## config.mk

```make
export PLATFORM = sky130hd
export DESIGN_NAME = spec_ghr_update
export DESIGN_NICKNAME = d
export VERILOG_FILES = /design/src/rtl/spec_ghr_update.sv
export SDC_FILE = /design/constraint.sdc
export NUM_CORES = 1
export LEC_CHECK = 0
export ABC_AREA = 1
export BUFFER_PORTS_ARGS = -buffer_cell sky130_fd_sc_hd__buf_2
export CORE_MARGIN = 2
export CORE_UTILIZATION = 48
export DETAILED_ROUTE_END_ITERATION = 16
export PLACE_DENSITY = 0.77
export SYNTH_ARGS = -nofsm -noshare
export SYNTH_HDL_FRONTEND = slang
export SYNTH_SLANG_ARGS = --single-unit
```

## constraint.sdc

```tcl
create_clock -name clk -period 1.38 [get_ports clk]
set_clock_uncertainty 0.1 [all_clocks]
set_input_delay 0.069 -clock clk [delete_from_list [all_inputs] [get_ports clk]]
set_output_delay 0.069 -clock clk [all_outputs]
set_load 0.05 [all_outputs]
```

## src/rtl/spec_ghr_update.sv

```systemverilog
module spec_ghr_update #(
  parameter int HIST_W     = 8,
  parameter bit KEEP_UPPER = 1'b1
) (
  input  logic              clk,
  input  logic              rst_n,
  input  logic              fetch_vld,
  input  logic [3:0]        br_count,
  input  logic              final_dir,
  input  logic              mispredict,
  input  logic [HIST_W-1:0] arch_hist,
  output logic [HIST_W-1:0] hist
);
  localparam int EW = HIST_W + 4;

  logic [HIST_W-1:0] hist_q, merged, shifted, kept;
  logic [2:0]        shamt;
  logic [EW-1:0]     ext_sh, lo_mask;

  assign shamt   = (br_count >= 4'd4) ? 3'd4 : br_count[2:0];
  assign ext_sh  = {4'b0000, hist_q} << shamt;
  assign lo_mask = ({{(EW-1){1'b0}}, 1'b1} << shamt) - {{(EW-1){1'b0}}, 1'b1};
  assign shifted = ext_sh[HIST_W-1:0] | {{(HIST_W-1){1'b0}}, final_dir};
  assign kept    = (hist_q & ~lo_mask[HIST_W-1:0]) | {{(HIST_W-1){1'b0}}, final_dir};

  generate
    if (KEEP_UPPER) begin : g_keep
      assign merged = (shamt == 3'd0) ? hist_q :
                      (shamt >= 3'd3) ? kept : shifted;
    end else begin : g_full
      assign merged = (shamt == 3'd0) ? hist_q : shifted;
    end
  endgenerate

  always_ff @(posedge clk) begin
    if (!rst_n)          hist_q <= '0;
    else if (mispredict) hist_q <= arch_hist;
    else if (fetch_vld)  hist_q <= merged;
  end

  assign hist = hist_q;
endmodule

```

# Word level (Yosys, flattened, before mapping)
# Index checks and enable logic that the tools add are counted.
# word_totals
register_bits	8
input_bits	17
out_inout_bits	8
word_cells	19
# op_classes
add_sub_neg	1
n_lt_le_gt_ge	2
n_eq_ne	1
n_shift	2
n_mux	5
bitwise	4
n_reduce_logical	3
# ops
cell	count
two-way mux 8 bit	4
bitwise OR 8 x 1 -> 8 bit	2
bitwise AND 8 bit	1
NOT 8 bit	1
<< shifter 1 x 3 -> 8 bit, first input constant	1
<< shifter 8 x 3 -> 8 bit	1
subtractor 8 x 1 -> 8 bit, second input constant	1
greater-or-equal comparator 4 x 3 -> 1 bit, second input constant	1
greater-or-equal comparator 3 x 2 -> 1 bit, second input constant	1
zero test 3 bit	1
two-way mux 3 bit	1
!= test 2 bit, second input constant	1
AND reduction 2 bit	1
nonzero test 2 bit	1

# Longest topological paths before layout
# depth
word_depth	11
ltp_mapped	11
ltp_nobuf	11

# Worst setup path before layout
# No wires, ideal clock.
# synth_timing
path_kind	reg2reg
start	reg hist_q[0], in the netlist hist[0]
end	reg hist_q[1], in the netlist hist[1]
setup_ps	66
arrival_ps	1188
required_time_ps	1214
slack_ps	26
stages_incl_launch_ff	7
n_path_buf	0
period_less_slack_ps	1354
path_cell_list	dfxtp_1 nand3_1 nand2_1 nand2_1 nand2_1 o211ai_1 a21oi_2
# synth_via
elab_chain_cells	6
# synth_rtl
element	line	text
start: declaration	16	logic [HIST_W-1:0] hist_q, merged, shifted, kept;
start signal: assignment	37	else if (mispredict) hist_q <= arch_hist;
start signal: assignment	38	else if (fetch_vld) hist_q <= merged;
<< shifter 8 x 3 -> 8 bit	21	assign ext_sh = {4'b0000, hist_q} << shamt;
bitwise OR 8 x 1 -> 8 bit	23	assign shifted = ext_sh[HIST_W-1:0] | {{(HIST_W-1){1'b0}}, final_dir};
two-way mux 8 bit	29	(shamt >= 3'd3) ? kept : shifted;
two-way mux 8 bit	28	assign merged = (shamt == 3'd0) ? hist_q :
two-way mux 8 bit	38	
two-way mux 8 bit	37	
# No other way between the ends. The select of a mux whose other input is x is not followed.
# A chain may end at the register's enable or synchronous reset.

# Final worst setup path
# layout_timing
start	reg hist_q[3], in the netlist hist[3]
end	out hist[3]
# layout_lines
element	line	text
end: declaration	12	output logic [HIST_W-1:0] hist
# No word-level cell between the ends.

==> impl_results.md <==
- Status: complete, no violations
- VDD IR-drop max: 0.576 mV
- PD cells: 785 nW/um^2
- CP cell instances: buf_2
- Detailed-placement wirelength estimate: 1540 um
- FFs w/ async S/R, synth: 0
- Maxcap violations: 0
- Die Width: 42.9 um
- WS Path Type: flop to output port
- Setup Slack @ Placement: 11.3 ps
- Fmax: approximately 0.86 GHz
- Hold_buf cts: 1
- 1st-iter DRT viols: 42
- Worst Path Required: 1210 ps
- Relative slew slack: 0.803
- CTS Buf Count: 3
- Synth Register Bits: 8
- Syn Inst Count: about 120
- RSZ-0062 raised after global routing: no
- Number of global-route vias before repair: 774
- Crit path buffers/inverters: 1
- Ports: 25
- CP peak stage delay: between 400 and 500 ps
- Area Growth Syn to Fin: 27.0%
- Via count: 869
- Initial antenna violation count: 0
- Clock Latency Late Sink: around 260 ps
- Pleak: roughly 0.52 nW
- Mapped Nets: approximately 140
- Die Ht: 42.9 um
- Syn_area_per_cell: 6.11 sq um
- First-pass GRT wire length: about 3300 um
- Synth Flop Type: dfxtp_1
- Delay-heaviest family, CP: flip-flops
- WL per Instance: approximately 12 um
- Most frequent cell after synthesis: nand2_1
- Crit start category: flop
- Layout fillers: between 100 and 150
- CTS sink cnt: 8
- Layout net count: between 150 and 200
- Antenna viol nets, final: 0
- Largest net degree at the start of global routing: 11
- Critical Path AT: 1000 ps
- Starting density of the core: 0.500
- DRC: 0
- Synth Cell Area: 727 sq um
- Grt ovf: 0
- # rows: 14
- Die Footprint: 1840 sq um
- CTS tree: built
- Post-synthesis sequential area ratio: 0.220
- Setup bufs post-CTS: 0
- Clock Path Buffers: 2
- Crit-path slowest cell: dfxtp_1
- Synth top area share: 0.220
- CTS root buf: clkbuf_4
- Slew @ Worst Pin: 295 ps
- Largest area contributor in the netlist: dfxtp_1
- Element type at the critical path end: output port
- # placed instances: roughly 160
- Setup-failing EPs final: 0
- H-tree levels: 1
- Crit-path max FO: 5
- Clock transition at path regs: 60 ps
- Worst setup margin: 216 ps
- Synth cell types: 26
- Number of synthesized flops with an enable pin: 0
- Setup TNS Final: 0 ps
- Drt total wl: 1940 um
- Layout cells sized above 1: 0.307
- Pins Over Slew Limit: 0
- Top post-synthesis cells by area: dfxtp_1 22%, nand2_1 15%, nand3_1 9.0%
- Synth warn: 0
- Post-synth top cells: 29 x nand2_1, 17 x nor2_1, 13 x nand3_1, 12 x inv_1
- Gpl congestion: 0.875
- Non-filler instance count after layout: roughly 170
- Max reg flops: 8
- # diodes: 0
- Final period util: 0.844
- Min Hold Slack: 2.60 ps
- Minimum clock period: 1160 ps
- Hold Crit Class: primary input to flop
- Cts repair resizes: 0
- Via density: roughly 5.2
- All-Layer GR Usage: 0.233
- Port Buffers: 24
- Core area: 1450 sq um
- Hold Fails Final Rpt: 0
- Pre-antenna DRT Iters: 4
==> layer usage <==
layer  up-vias  GRT usage  part of all wire
met1       376      0.303              0.43
met5         -          0                 0
li1        448          -                 -
met2        41      0.388              0.48
met3         4     0.0383             0.078
met4         0     0.0750             0.018
==> worst reg2reg max path: cells and delay by family, from the launching register on <==
family | cells | cell delay, ps
flip-flops | 1 | 400
AND/OR/NAND/NOR | 5 | 430
AO/OA/AOI/OAI | 1 | 120
==> cells by family (layout without fill, tap and decap cells) <==
family	count (synthesis)	count (layout)	synth area share
AO/OA/AOI/OAI	19	19	0.148
adder cells (fa/ha/maj)	1	1	0.0172
buffers and inverters	18	49	0.110
flip-flops	8	8	0.220
AND/OR/NAND/NOR	73	73	0.504
==> final cells by class <==
| class | instances | area, sq um | share of cell area |
|---|---|---|---|
| Multi-Input combinational cell | 93 | 487 | 0.527 |
| Clock buffer | 3 | 22.5 | 0.0244 |
| Timing Repair Buffer | 31 | 175 | 0.190 |
| Sequential cell | 8 | 160 | 0.173 |
| Inverter | 15 | 58.8 | 0.0637 |
| Tap cell | 16 | 20.0 | 0.0217 |
==> worst paths after layout <==
check                             startpoint  slack (ps)  cells after the start       to
worst max-delay path                 hist[3]         220                      1  hist[3]
worst min-delay path            arch_hist[1]           3                      3  hist[1]
worst max register to register       hist[2]         260                      6  hist[3]
worst min register to register       hist[7]         400                      2  hist[7]
==> cell usage in the layout (no fill, tap or decap), types with 2 or more instances in the layout <==
cell type  instances
a21oi_1            6
nand4_1            2
nand3_1           13
clkbuf_4           3
inv_2              2
nor3_1             2
nand2_1           29
inv_1             12
dfxtp_1            8
o21ai_0            8
buf_2             24
nor2_1            17
nor2_8             2
buf_4              6
nand2_2            2
nand2_4            3
==> report_power, final <==
part           internal [mW]  switching [mW]  leakage, nW
registers              0.249          0.0183       0.0664
clock network          0.100          0.0924       0.0138
logic                 0.0880           0.177        0.444
total                  0.438           0.288        0.524
==> through the flow <==
step	util	power, mW	area (sq um)
floorplan	-	0.452	727
global placement	0.613	0.526	891
detailed placement	0.613	0.533	891
CTS	0.635	0.721	923
global route	0.635	0.763	923
finish	0.635	0.725	923
No activity file was read; power rests on OpenSTA's default activity.
